$ cat config.mk
export PLATFORM = sky130hd
export DESIGN_NAME = tdm_slot_port
export DESIGN_NICKNAME = d
export VERILOG_FILES = /design/src/rtl/tdm_port_pkg.sv /design/src/rtl/tdm_port_ctrl.sv /design/src/rtl/tdm_port_dp.sv /design/src/rtl/tdm_slot_port.sv
export SDC_FILE = /design/constraint.sdc
export NUM_CORES = 1
export LEC_CHECK = 0
export BUFFER_PORTS_ARGS = -buffer_cell sky130_fd_sc_hd__clkbuf_2
export CORE_ASPECT_RATIO = 0.7
export CORE_MARGIN = 8
export CORE_UTILIZATION = 30
export CTS_BUF_LIST = sky130_fd_sc_hd__clkbuf_4
export CTS_CLUSTER_DIAMETER = 60
export DETAILED_ROUTE_END_ITERATION = 12
export MAX_ROUTING_LAYER = met4
export SYNTH_ARGS = -nofsm -noshare
export SYNTH_HDL_FRONTEND = slang
export SYNTH_SLANG_ARGS = --single-unit
export TNS_END_PERCENT = 1
$ cat constraint.sdc
create_clock -name clk -period 8.6 [get_ports clk]
set_input_delay 0 -clock clk [delete_from_list [all_inputs] [get_ports clk]]
set_output_delay 0 -clock clk [all_outputs]
set_load 0.01 [all_outputs]
$ cat src/rtl/tdm_port_pkg.sv
package tdm_port_pkg;
  parameter int SLOT_BITS = 8;
  parameter int MAX_SLOTS = 32;
  parameter int T1_SLOTS  = 24;
  localparam int BIT_W    = $clog2(SLOT_BITS);
  localparam int SLOT_W   = $clog2(MAX_SLOTS);
  localparam int POS_W    = $clog2(MAX_SLOTS * SLOT_BITS);

  // Strobes from the frame controller to the datapath, valid for one cycle.
  typedef struct packed {
    logic              sampleEn;  // falling edge while aligned: shift rxBit in
    logic              rxBit;     // resynchronised receive bit
    logic              rxDone;    // last bit of an owned slot was just sampled
    logic [SLOT_W-1:0] rxSlot;    // slot of the bit being sampled
    logic              launchEn;  // rising edge while aligned
    logic              txLoad;    // start of an owned slot: fetch byte
    logic              txIdle;    // start of a foreign slot: release line
    logic [BIT_W-1:0]  txBitIdx;  // bit within slot being launched
    logic [SLOT_W-1:0] txSlot;    // slot being launched
  } tdm_strobe_t;
endpackage

$ cat src/rtl/tdm_port_ctrl.sv
module tdm_port_ctrl
  import tdm_port_pkg::*;
#(
  parameter int SYNC_STAGES = 2
) (
  input  logic                 clk,
  input  logic                 rstN,
  input  logic                 tdmClk,
  input  logic                 tdmFsync,
  input  logic                 tdmRxd,
  input  logic                 e1Mode,
  input  logic [MAX_SLOTS-1:0] maskIn,
  input  logic                 maskWr,
  input  logic                 errClr,
  output tdm_strobe_t          st,
  output logic                 frmErr
);
  localparam logic [POS_W-1:0] LAST_E1 = POS_W'(MAX_SLOTS * SLOT_BITS - 1);
  localparam logic [POS_W-1:0] LAST_T1 = POS_W'(T1_SLOTS * SLOT_BITS - 1);

  logic [SYNC_STAGES-1:0] clkSync, fsSync, rxSync;
  logic                   clkPrev;
  logic                   fallEv, riseEv, fsHit;

  logic                   synced;
  logic                   nextIsZero;
  logic [POS_W-1:0]       pos;
  logic [MAX_SLOTS-1:0]   pendMask, actMask, useMask;
  logic                   actE1;

  logic [POS_W-1:0]       lastPos, rxPos, txPos;
  logic                   frameWrap, slotStart;
  logic [SLOT_W-1:0]      rxSlotIdx, txSlotIdx;
  logic [BIT_W-1:0]       rxBitIdx, txBitIdx;

  // resynchronisers for the asynchronous bus signals
  always_ff @(posedge clk or negedge rstN) begin
    if (!rstN) begin
      clkSync <= '0;
      fsSync  <= '0;
      rxSync  <= '0;
      clkPrev <= 1'b0;
    end else begin
      clkSync <= {clkSync[SYNC_STAGES-2:0], tdmClk};
      fsSync  <= {fsSync[SYNC_STAGES-2:0], tdmFsync};
      rxSync  <= {rxSync[SYNC_STAGES-2:0], tdmRxd};
      clkPrev <= clkSync[SYNC_STAGES-1];
    end
  end

  assign fallEv = clkPrev & ~clkSync[SYNC_STAGES-1];
  assign riseEv = ~clkPrev & clkSync[SYNC_STAGES-1];
  assign fsHit  = fallEv & fsSync[SYNC_STAGES-1];

  always_comb begin
    lastPos   = actE1 ? LAST_E1 : LAST_T1;
    rxPos     = (fsHit || nextIsZero) ? '0 : pos + 1'b1;
    txPos     = (pos == lastPos) ? '0 : pos + 1'b1;
    rxSlotIdx = rxPos[POS_W-1:BIT_W];
    rxBitIdx  = rxPos[BIT_W-1:0];
    txSlotIdx = txPos[POS_W-1:BIT_W];
    txBitIdx  = txPos[BIT_W-1:0];
    frameWrap = riseEv & synced & (txPos == '0);
    useMask   = frameWrap ? pendMask : actMask;
    slotStart = riseEv & synced & (txBitIdx == '0);
  end

  always_comb begin
    st          = '0;
    st.sampleEn = fallEv & synced;
    st.rxBit    = rxSync[SYNC_STAGES-1];
    st.rxSlot   = rxSlotIdx;
    st.rxDone   = fallEv & synced & (rxBitIdx == BIT_W'(SLOT_BITS - 1))
                  & actMask[rxSlotIdx];
    st.launchEn = riseEv & synced;
    st.txBitIdx = txBitIdx;
    st.txSlot   = txSlotIdx;
    st.txLoad   = slotStart & useMask[txSlotIdx];
    st.txIdle   = slotStart & ~useMask[txSlotIdx];
  end

  always_ff @(posedge clk or negedge rstN) begin
    if (!rstN) begin
      synced     <= 1'b0;
      nextIsZero <= 1'b0;
      pos        <= '0;
      pendMask   <= '0;
      actMask    <= '0;
      actE1      <= 1'b0;
      frmErr     <= 1'b0;
    end else begin
      if (maskWr) pendMask <= maskIn;

      // ownership and frame length switch only at a frame boundary
      if (fsHit && !synced) begin
        synced  <= 1'b1;
        actMask <= pendMask;
        actE1   <= e1Mode;
      end else if (frameWrap) begin
        actMask <= pendMask;
        actE1   <= e1Mode;
      end

      if (frameWrap)   nextIsZero <= 1'b1;
      else if (fallEv) nextIsZero <= 1'b0;

      if (fallEv && (synced || fsHit)) pos <= rxPos;

      if (fsHit && synced && !nextIsZero) frmErr <= 1'b1;
      else if (errClr)                    frmErr <= 1'b0;
    end
  end
endmodule

$ cat src/rtl/tdm_port_dp.sv
module tdm_port_dp
  import tdm_port_pkg::*;
(
  input  logic                 clk,
  input  logic                 rstN,
  input  tdm_strobe_t          st,
  input  logic [SLOT_BITS-1:0] txByte,
  input  logic                 rxAck,
  input  logic                 errClr,
  output logic                 rxValid,
  output logic [SLOT_BITS-1:0] rxData,
  output logic [SLOT_W-1:0]    rxSlot,
  output logic                 rxOverrun,
  output logic                 tdmTxd,
  output logic                 tdmTxOe
);
  logic [SLOT_BITS-1:0] rxShift, rxNext;
  logic [SLOT_BITS-1:0] txShift;
  logic                 canLoad;

  assign rxNext  = {rxShift[SLOT_BITS-2:0], st.rxBit};
  assign canLoad = ~rxValid | rxAck;

  // receive shift register and single-entry holding register
  always_ff @(posedge clk or negedge rstN) begin
    if (!rstN) begin
      rxShift   <= '0;
      rxValid   <= 1'b0;
      rxData    <= '0;
      rxSlot    <= '0;
      rxOverrun <= 1'b0;
    end else begin
      if (st.sampleEn) rxShift <= rxNext;

      if (st.rxDone && canLoad) begin
        rxValid <= 1'b1;
        rxData  <= rxNext;
        rxSlot  <= st.rxSlot;
      end else if (rxAck) begin
        rxValid <= 1'b0;
      end

      if (st.rxDone && !canLoad) rxOverrun <= 1'b1;
      else if (errClr)           rxOverrun <= 1'b0;
    end
  end

  // transmit: fetch at slot start, then one bit per rising edge
  always_ff @(posedge clk or negedge rstN) begin
    if (!rstN) begin
      txShift <= '0;
      tdmTxd  <= 1'b0;
      tdmTxOe <= 1'b0;
    end else if (st.txLoad) begin
      txShift <= txByte;
      tdmTxd  <= txByte[SLOT_BITS-1];
      tdmTxOe <= 1'b1;
    end else if (st.txIdle) begin
      tdmTxd  <= 1'b0;
      tdmTxOe <= 1'b0;
    end else if (st.launchEn && tdmTxOe) begin
      tdmTxd  <= txShift[BIT_W'(SLOT_BITS - 1) - st.txBitIdx];
    end
  end
endmodule

$ cat src/rtl/tdm_slot_port.sv
module tdm_slot_port
  import tdm_port_pkg::*;
(
  input  logic        clk,
  input  logic        rstN,
  input  logic        tdmClk,
  input  logic        tdmFsync,
  input  logic        tdmRxd,
  output logic        tdmTxd,
  output logic        tdmTxOe,
  input  logic        e1Mode,
  input  logic [31:0] maskIn,
  input  logic        maskWr,
  output logic        rxValid,
  output logic [7:0]  rxData,
  output logic [4:0]  rxSlot,
  input  logic        rxAck,
  output logic        txReq,
  output logic [4:0]  txReqSlot,
  input  logic [7:0]  txByte,
  output logic        frmErr,
  output logic        rxOverrun,
  input  logic        errClr
);
  tdm_strobe_t st;

  tdm_port_ctrl #(.SYNC_STAGES(2)) u_ctrl (
    .clk(clk), .rstN(rstN), .tdmClk(tdmClk), .tdmFsync(tdmFsync),
    .tdmRxd(tdmRxd), .e1Mode(e1Mode), .maskIn(maskIn), .maskWr(maskWr),
    .errClr(errClr), .st(st), .frmErr(frmErr)
  );

  tdm_port_dp u_dp (
    .clk(clk), .rstN(rstN), .st(st), .txByte(txByte), .rxAck(rxAck),
    .errClr(errClr), .rxValid(rxValid), .rxData(rxData), .rxSlot(rxSlot),
    .rxOverrun(rxOverrun), .tdmTxd(tdmTxd), .tdmTxOe(tdmTxOe)
  );

  assign txReq     = st.txLoad;
  assign txReqSlot = st.txSlot;
endmodule

# After elaboration in Yosys (flattened, before gate mapping)
# Cells that the tools add are included.
[word_totals] latchBits=0 mem_bits_rw=0 mem_bits_ro=0 regBits=115 wordCells=88 in_bits=49 output_inout_bits=24 memories=0
[classes] mul=0 mux=25 eq_ne=2 addsub=2 div=0 reduce_logical=21 order_cmp=3 n_shift=0 bitwise=16
[ops] operator="32-bit two-way mux" count=2
[ops] operator="1-bit two-way mux" count=17
[ops] operator="8-bit two-way mux" count=2
[ops] operator="5-bit by 6-bit less-than comparator with 1-bit output (second input constant)" count=2
[ops] operator="2-bit nonzero test" count=6
[ops] operator="1-bit AND" count=11
[ops] operator="1-bit binary-select mux with 5-bit select" count=2
[ops] operator="8-bit by 1-bit adder with 8-bit output (second input constant)" count=1
[ops] operator="8-bit == test" count=1
[ops] operator="8-bit zero test" count=1
[ops] operator="1-bit logical AND" count=7
[ops] operator="7-bit two-way mux" count=1
[ops] operator="3-bit by 4-bit less-than comparator with 1-bit output (second input constant)" count=1
[ops] operator="1-bit NOT" count=4
[ops] operator="1-bit binary-select mux with 3-bit select" count=1
[ops] operator="3-bit == test (second input constant)" count=1
[ops] operator="1-bit zero test" count=3
[ops] operator="3-bit zero test" count=1
[ops] operator="3-bit nonzero test" count=1
[ops] operator="3-bit subtractor (first input constant)" count=1
[ops] operator="1-bit logical OR" count=2
[ops] operator="1-bit bitwise OR" count=1

# Logic depth before layout (Yosys ltp)
# Gate-level depths: netlist (run 1).
[depth] ltp_word=12 depth_mapped=14 ltp_nobuf=11

# Hierarchy
# A second synthesis (run 1) with hierarchy kept.
[unflattened] cells_unflattened=456 hier_area_um2=5635.4
[by_module_without_submodules] mod="tdm_port_ctrl" area_per_inst_um2=4357.9 n_inst=1 seq_area_each_um2=2077.0 cells_each=374
[by_module_without_submodules] mod="tdm_port_dp" area_per_inst_um2=1277.5 n_inst=1 seq_area_each_um2=800.8 cells_each=82

# Least setup slack after synthesis (run 1)
# No wires, ideal clock.
[synth_timing] kind="reg-to-reg" startpoint="register u_ctrl.pos[0]" endpoint="register u_dp.txShift[0]" setup_ns=0.128 synth_period_minus_slack_ns=3.174 stages_incl_launch_ff=12 path_slack_ns=5.426 n_path_buf=1 arrival_ns=3.047 t_required_ns=8.472 path_cell_list="dfrtp_1 > ha_1 > nand2b_4 > a2111oi_2 > o311ai_2 > o21ba_2 > mux2_4 > nor4_2 > nor2_1 > nor3_2 > buf_4 > mux2_1"
[synth_between] elab_chain_cells=8 elab_cells_between_ends=11 classes_between="add/sub: 1; eq/ne: 1; mux: 4; bitwise: 3; reduce/logical: 2"
[synth_lines] item="start, declared" line_no="tdm_port_ctrl.sv:27" rtl="logic [POS_W-1:0] pos;"
[synth_lines] item="start signal, assigned" line_no="tdm_port_ctrl.sv:107" rtl="if (fallEv && (synced || fsHit)) pos <= rxPos;"
[synth_lines] item="8-bit by 1-bit adder with 8-bit output / 8-bit == test (equally long branches)" line_no="tdm_port_ctrl.sv:58" rtl="txPos = (pos == lastPos) ? '0 : pos + 1'b1;"
[synth_lines] item="8-bit two-way mux (*)" line_no="tdm_port_ctrl.sv:58"
[synth_lines] item="8-bit zero test" line_no="tdm_port_ctrl.sv:63" rtl="frameWrap = riseEv & synced & (txPos == '0);"
[synth_lines] item="1-bit AND" line_no="tdm_port_ctrl.sv:63"
[synth_lines] item="32-bit two-way mux" line_no="tdm_port_ctrl.sv:64" rtl="useMask = frameWrap ? pendMask : actMask;"
[synth_lines] item="1-bit binary-select mux with 5-bit select" line_no="tdm_port_ctrl.sv:78" rtl="st.txLoad = slotStart & useMask[txSlotIdx];"
[synth_lines] item="1-bit two-way mux (not written as such)" line_no="tdm_port_ctrl.sv:78"
[synth_lines] item="1-bit AND (*)" line_no="tdm_port_ctrl.sv:78"
[synth_lines] item="net txReq" line_no="tdm_slot_port.sv:18" rtl="output logic txReq,"
[synth_lines] item="end signal, assigned" line_no="tdm_port_dp.sv:55" rtl="txShift <= txByte;"
[synth_lines] item="end, declared" line_no="tdm_port_dp.sv:18" rtl="logic [SLOT_BITS-1:0] txShift;"
# Mark *: on every way through the listed nets, which the timed path passes. The rest lies on a longest branch. The select of a mux whose other input is x is not followed.
# A chain may end at the register's enable or synchronous reset.

# Final worst setup path (run 1)
[layout_timing] startpoint="register u_ctrl.pos[0]" endpoint="output port txReq"
[layout_between] elab_chain_cells=8 elab_cells_between_ends=11 classes_between="add/sub: 1; eq/ne: 1; mux: 4; bitwise: 3; reduce/logical: 2"
[layout_lines] item="8-bit by 1-bit adder with 8-bit output / 8-bit == test (equally long branches)" line_no="tdm_port_ctrl.sv:58"
[layout_lines] item="8-bit two-way mux (*)" line_no="tdm_port_ctrl.sv:58"
[layout_lines] item="8-bit zero test" line_no="tdm_port_ctrl.sv:63"
[layout_lines] item="1-bit AND" line_no="tdm_port_ctrl.sv:63"
[layout_lines] item="32-bit two-way mux" line_no="tdm_port_ctrl.sv:64"
[layout_lines] item="1-bit binary-select mux with 5-bit select" line_no="tdm_port_ctrl.sv:78"
[layout_lines] item="1-bit two-way mux (not written as such)" line_no="tdm_port_ctrl.sv:78"
[layout_lines] item="1-bit AND (*)" line_no="tdm_port_ctrl.sv:78"
[layout_lines] item="end, declared" line_no="tdm_slot_port.sv:18"
# Mark *: on every way between the ends. The rest lies on a longest branch, timed or not. The select of a mux whose other input is x is not followed.

==> results.sh, run 1 <==
export IMPL_viasPerCell=4.97
export IMPL_fin_util_pct=36.9
export IMPL_synth_xor_area_share_pct=1.68
export IMPL_finalPower_mw=1.59
export IMPL_critPathCaptureType="primary output"
export IMPL_rsz0062_at_grt="no"
export IMPL_async_flop_share_pct=100
export IMPL_antenna_found_initial=0
export IMPL_seq_area_um2=2850
export IMPL_synth_edf_count=0
export IMPL_status="finished clean"
export IMPL_area_growth_pct=21.1
export IMPL_clk_latency_ns=0.51
export IMPL_start_util_pct=30.5
export IMPL_cts_sinks=114
export IMPL_drc=0
export IMPL_worstMarginPinSlew_ns=0.926
export IMPL_yosysWarnings=0
export IMPL_postSynthAreaPerCell_um2=12.1
export IMPL_synth_compound_area_share_pct=9.68
export IMPL_synth_top_family_by_area="multiplexers"
export IMPL_post_drt_wl_per_cell_um=18.5
export IMPL_hold_viol_final=0
export IMPL_pwr_share_clk_pct=23.4
export IMPL_place_area_um2=6230
export IMPL_multi_input_area_um2=2640
export IMPL_relSlewSlack_pct=36.7
export IMPL_drt_total_wl_um=15600
export IMPL_synth_main_ff_cell="dfrtp_1"
export IMPL_design_area_um2=6960
export IMPL_fmax_mhz=207
export IMPL_cts_tree="done"
export IMPL_syn_area_um2=5750
export IMPL_p_leak_nw=3.07
export IMPL_cts_buffers=17
export IMPL_cts_resized=0
export IMPL_num_antenna_cells=0
export IMPL_ys_seq_elements=114
export IMPL_core_area_um2=18900
export IMPL_internal_power_mw=1.05
export IMPL_drt_initial_drc_count=330
export IMPL_syn_nets=527
export IMPL_finClkSkew_ns=0.0222
export IMPL_clk_pin_slew_ns=0.12
export IMPL_die_x_um=181
export IMPL_yosysSeqAreaShare_pct=49.6
export IMPL_htree_levels=4
export IMPL_grt_start_max_net_pins=62
export IMPL_p_seq_share_pct=51.2
export IMPL_port_buffers=72
export IMPL_crit_type="register to primary output"
export IMPL_synthMuxAreaShare_pct=21.5
export IMPL_postSynthCellCount=477
export IMPL_die_h_um=132
export IMPL_cts_setup_buffers=0
export IMPL_synth_simple_area_share_pct=12.7
export IMPL_nFillCells=1854
export IMPL_nets=636
export IMPL_fin_crit_sh_pct=56.3
export IMPL_cp_arrival_ns=4.84
export IMPL_antenna_left=0
export IMPL_reg2reg_slack_ns=3.99
export IMPL_dp_hpwl_um=11400
export IMPL_drive_gt1_share_pct=37.1
export IMPL_grt_pass1_vias=4273
export IMPL_die_area_um2=23900
export IMPL_via_count=4176
export IMPL_worst_ep_required_time_ns=8.60
export IMPL_p_switching_uw=543
export IMPL_tns_ns=0
export IMPL_post_place_ws_ns=4.07
export IMPL_layout_setup_ws_ns=3.76
export IMPL_synth_top_area_share_pct=49.6
export IMPL_synth_top_area_cell="dfrtp_1"
export IMPL_crit_fanout=19
export IMPL_core_rowCount=42
export IMPL_synth_area_leaders="dfrtp_1 50%, mux2_2 16%, mux2_4 2.3%"
export IMPL_powerDensity_nw_per_um2=228
export IMPL_ios=73
export IMPL_final_setup_viol_count=0
export IMPL_grt_first_pass_wirelength_um=25100
export IMPL_overflow=0
export IMPL_synth_cell_type_count=83
export IMPL_hold_path_class="primary input to asynchronous set/reset pin"
export IMPL_drv_cap=0
export IMPL_routabilityCongestion=0.894
export IMPL_clk_path_buf_depth=2
export IMPL_switching_share_pct=34.2
export IMPL_synthAdderAreaFrac_pct=0.218
export IMPL_pwr_share_comb_pct=25.4
export IMPL_root_buffer="clkbuf_4"
export IMPL_first_pass_iters=5
export IMPL_post_route_min_period_ns=4.84
export IMPL_grt_usage_pct=13.8
export IMPL_max_vdd_ir_drop_mv=0.0771
export IMPL_crit_path_start_kind="register"
export IMPL_drv_slew=0
[Yosys cell counts (2+ instances only)]
cell type and instances:
o21ai_0 14, and3b_1 2, or3_1 6, buf_4 8
mux2_4 9, o2111ai_1 2, nand3_1 15, a32oi_1 2
xor2_1 3, o31ai_1 2, buf_1 3, o21ai_1 2
buf_6 5, nand2_1 31, o22ai_1 3, dfrtp_1 114
a221oi_1 3, nand4_1 5, or2_2 3, nor4_1 5
a21oi_1 10, mux2_1 7, o41ai_1 2, o21bai_1 2
a31oi_1 3, clkbuf_1 7, a211oi_1 6, nand2b_1 2
o2bb2ai_1 2, nand3b_1 2, xnor2_1 3, and3_1 4
inv_1 14, nor3_1 9, mux2i_1 9, nor2_1 21
o211ai_1 4, mux2_2 81, buf_2 8
[per-layer routing]
layer / routed length [µm] / up-vias / GRT usage [%]
met3: 1070 / 6 / 3.72
met2: 6070 / 147 / 17.2
met1: 8350 / 2058 / 20.9
li1: - / 1965 / -
met4: 62 / 0 / 3.54
met5: 0 / - / -
[flip-flops by register name (all words and copies together) (netlist names), 2 cells and up]
name             cells
u_dp.rxData          8
u_dp.txShift         7
u_ctrl.pendMask     32
u_dp.rxSlot          5
u_ctrl.clkSync       2
u_ctrl.actMask      32
u_ctrl.pos           8
u_dp.rxShift         7
u_ctrl.fsSync        2
u_ctrl.rxSync        2
[critical path, cell delays in order (launching register included)]
cell	delay, ns
dfrtp_1	0.64
ha_1	0.56
nand3_2	0.19
xor2_4	0.60
inv_1	0.45
o21ai_2	0.25
nor3_1	0.09
a211o_1	0.27
a211oi_1	0.24
nand4_1	0.13
nor3_2	0.62
clkbuf_2	0.27
[worst paths after layout]
check	startpoint	to	cells past startpoint
max in group asynchronous	rstN	u_ctrl.pendMask[24]	3
min reg2reg	u_ctrl.rxSync[0]	u_ctrl.rxSync[1]	0
max reg2reg	u_ctrl.pos[0]	u_dp.rxData[7]	11
max	u_ctrl.pos[0]	txReq	11
min	rstN	u_dp.txShift[3]	2
min in group clk	tdmRxd	u_ctrl.rxSync[0]	2
[per-stage QoR]
step / std cells / hold WS (ns)
2_1_floorplan: 477 / -0.296
3_3_place_gp: 762 / 0.0869
3_5_place_dp: 762 / 0.0953
4_1_cts: 841 / 0.0487
5_1_grt: 841 / 0.0591
6_report: 841 / 0.0645
[placed cells by master (no fill, tap or decap), drive strengths merged, types with 3 or more instances in the layout]
master and n:
dfrtp 114, mux2 97, clkbuf 88, dlygate4sd3 47, nand2 32, nor2 21, inv 19, o21ai 17
nand3 16, a21oi 12, nor3 11, mux2i 9, clkinv 7, or3 6, a211oi 6, nand4 6
nor4 6, and3 5, xor2 5, o211ai 4, buf 4, or2 4, xnor2 3, a31oi 3
o22ai 3, a221oi 3, clkinvlp 3, nand2b 3, and2 3, o311ai 3
[cells by family after synthesis]
group,count (synthesis)
AND/OR/NAND/NOR,124
multiplexers,107
AO/OA/AOI/OAI,76
flip-flops,114
adder cells (fa/ha/maj),1
XOR/XNOR,8
buffers and inverters,47
[repair_timing]
action                                 4_1_cts  5_1_grt
setup endpoints to repair                    0        0
endpoints found under the hold margin      100        0
hold buffers                                47        0
[final cells by class]
class / instances / area share [%]
multi-input cells: 316 / 37.9
clock inverters: 15 / 1.89
flip-flops and latches: 114 / 41.0
clock buffers: 17 / 1.83
repair buffers: 122 / 12.3
well taps: 242 / 4.35
inverters: 15 / 0.808
[power groups by stage]
stage	clock, mW	sequential [mW]	combinational, mW
CTS	0.391	0.814	0.405
detailed placement	0	0.823	0.385
global route	0.416	0.836	0.442
floorplan	0	0.768	0.299
finish	0.371	0.814	0.403
global placement	0	0.820	0.380
(Power assumes the default switching activity.)
==> inputs of run 2 (changes only) <==
- ABC_AREA: unset -> 1
- clock period: 8.6 -> 3.9 ns (I/O delays scaled with it)
==> results.sh, run 2 <==
export IMPL_post_route_min_period_ns=3.62
export IMPL_via_count=4952
export IMPL_drv_slew=0
export IMPL_pwr_share_clk_pct=23.7
export IMPL_area_growth_pct=23.6
export IMPL_synth_area_leaders="dfrtp_1 51%, nand2_1 11%, nand3_1 6.2%"
export IMPL_critPathCaptureType="primary output"
export IMPL_drt_initial_drc_count=512
export IMPL_die_x_um=180
export IMPL_worstMarginPinSlew_ns=1.05
export IMPL_synth_edf_count=0
export IMPL_hold_viol_final=0
export IMPL_status="finished clean"
export IMPL_cp_arrival_ns=3.62
export IMPL_synth_top_area_cell="dfrtp_1"
export IMPL_crit_fanout=23
export IMPL_wl_met2_um=6390
export IMPL_cts_sinks=114
export IMPL_yosysWarnings=0
export IMPL_crit_type="register to primary output"
export IMPL_max_vdd_ir_drop_mv=0.175
export IMPL_synth_cell_type_count=41
export IMPL_num_antenna_cells=0
export IMPL_p_switching_mw=1.42
export IMPL_dp_hpwl_um=11000
export IMPL_nFillCells=1913
export IMPL_crit_start="u_ctrl.pos[0]"
export IMPL_grt_first_pass_wirelength_um=26000
export IMPL_fin_crit_sh_pct=92.8
export IMPL_viasPerCell=4.73
export IMPL_ys_seq_elements=114
export IMPL_wl_met1_um=8190
export IMPL_clk_path_buf_depth=2
export IMPL_switching_share_pct=37.0
export IMPL_worst_ep_required_time_ns=3.90
export IMPL_rsz0062_at_grt="no"
export IMPL_finClkSkew_ns=0.0168
export IMPL_root_buffer="clkbuf_4"
export IMPL_drv_cap=0
export IMPL_antenna_left=0
export IMPL_drc=0
export IMPL_fin_util_pct=37.4
export IMPL_nets=844
export IMPL_syn_area_um2=5640
export IMPL_routabilityCongestion=0.856
export IMPL_met3_length_um=1170
export IMPL_die_area_um2=23500
export IMPL_ios=73
export IMPL_core_area_um2=18700
export IMPL_start_util_pct=30.2
export IMPL_final_common_cell="nand2_1"
export IMPL_syn_nets=729
export IMPL_port_buffers=72
export IMPL_final_cell_mix="165 x nand2_1, 114 x dfrtp_1, 71 x clkbuf_2, 70 x nand3_1, 67 x inv_1"
export IMPL_p_leak_nw=3.33
export IMPL_cts_tree="done"
export IMPL_core_rowCount=42
export IMPL_clk_pin_slew_ns=0.11
export IMPL_drt_total_wl_um=15900
export IMPL_yosys_cell_count_top_type="nand2_1"
export IMPL_drive_gt1_share_pct=20.6
export IMPL_crit_path_start_kind="register"
export IMPL_p_seq_share_pct=44.4
export IMPL_routed_top_layer="met4"
export IMPL_post_drt_wl_per_cell_um=15.1
export IMPL_synth_top_cells_by_count="165 x nand2_1, 114 x dfrtp_1, 70 x nand3_1"
export IMPL_cts_buffers=17
export IMPL_clk_latency_ns=0.52
export IMPL_die_h_um=131
export IMPL_postSynthCellCount=679
export IMPL_fmax_mhz=276
export IMPL_first_pass_iters=5
export IMPL_grt_pass1_vias=4822
export IMPL_grt_usage_pct=14.3
export IMPL_hold_path_class="primary input to asynchronous set/reset pin"
export IMPL_tns_ns=0
export IMPL_reg2reg_from="u_ctrl.pos[0]"
export IMPL_powerDensity_nw_per_um2=549
export IMPL_internal_power_mw=2.41
export IMPL_antenna_found_initial=0
export IMPL_relSlewSlack_pct=30.1
export IMPL_largestRegisters="u_ctrl.actMask (32), u_ctrl.pendMask (32)"
export IMPL_htree_levels=4
export IMPL_pwr_share_comb_pct=31.9
export IMPL_finalPower_mw=3.82
export IMPL_synth_main_ff_cell="dfrtp_1"
export IMPL_final_setup_viol_count=0
export IMPL_overflow=0
export IMPL_grt_start_max_net_pins=65
export IMPL_async_flop_share_pct=100
export IMPL_yosysSeqAreaShare_pct=50.6
export IMPL_synth_top_area_share_pct=50.6
export IMPL_postSynthAreaPerCell_um2=8.30
==> run 2: cell types whose count changed in the layout (fill, tap and decap cells not counted), sizes merged, moves of 8 or more <==
cell / delta
a21oi: +8
inv: +56
mux2: -97
mux2i: -9
nand2: +158
nand3: +59
nor2: +17
nor3: -11
o21ai: +73
o22ai: +24
==> run 2: logic make-up after synthesis <==
kind of cell	Yosys count	share of synthesized area, %
DFF	114	50.6
buffers and inverters	109	8.43
adders and majority gates	1	0.222
xor gates and xnor gates	1	0.289
AOI/OAI and AO/OA	147	14.9
and+or+nand+nor	307	25.6
==> run 2: final cells by class <==
class / count / area, µm² / area share (%)
clock buffer: 19 / 143 / 2.05
sequential: 114 / 2850 / 40.9
multi-input combinational: 457 / 2330 / 33.4
inverter: 77 / 294 / 4.22
timing repair buffer: 127 / 908 / 13.0
tap: 242 / 303 / 4.34
clock inverter: 12 / 141 / 2.03
==> run 2: final timing paths <==
check	end	slack, ns	depth (start not counted)
worst max register to register	u_dp.rxOverrun	0.71	13
worst min register to register	u_ctrl.rxSync[1]	0.35	0
worst max-delay path	txReq	0.28	19
min in group clk	u_ctrl.rxSync[0]	0.12	2
worst min-delay path	u_dp.rxData[3]	0.03	3
max in group asynchronous	u_ctrl.pendMask[4]	3.28	3
==> run 2: timing repair <==
| item | in CTS | in global routing |
|---|---|---|
| endpoints found under the hold margin | 107 | 0 |
| endpoints found under the setup margin | 0 | 1 |
| gates resized for setup | 0 | 1 |
| buffers inserted | 0 | 0 |
| hold buffers | 49 | 0 |
==> run 2: layer usage <==
| metal | GRT usage [%] | up-vias |
|---|---|---|
| li1 | - | 2467 |
| met1 | 20.8 | 2294 |
| met2 | 19.2 | 181 |
| met3 | 3.43 | 10 |
| met4 | 3.66 | 0 |
| met5 | - | - |
==> run 2: stage by stage <==
stage | instances | hold WS, ns | worst slack [ns] | area, µm²
after global routing | 1048 | 0.00333 | 0.0228 | 6970
after CTS | 1047 | 0.00401 | 0.153 | 6950
after global placement | 967 | 0.00502 | 0.730 | 6170
after detailed placement | 967 | 0.00921 | 0.663 | 6170
after floorplan | 679 | -0.296 | 1.41 | 5640
final | 1048 | 0.0257 | 0.282 | 6970
==> run 2: power by group through the flow <==
stage          Clock, mW  Sequential (mW)  Combinational (mW)
3_5_place_dp           0             1.71                1.17
3_3_place_gp           0             1.71                1.16
5_1_grt            0.980             1.73                1.40
6_report           0.906             1.70                1.22
2_1_floorplan          0             1.66               0.875
4_1_cts            0.932             1.69                1.21
==> run 2: critical path, stage by stage, from the launching register on <==
cell	delay (ns)
dfrtp_1	0.45
ha_1	0.24
nand2_2	0.12
inv_2	0.06
nand2_1	0.09
xor2_2	0.15
buf_4	0.22
nand2_1	0.10
nor2_2	0.23
nand3_4	0.33
o21ai_2	0.24
nand2_1	0.07
nand3_1	0.09
nand2_1	0.05
nand3_1	0.08
nand2_1	0.12
nand2_4	0.11
nand2_8	0.08
inv_6	0.11
clkbuf_2	0.14
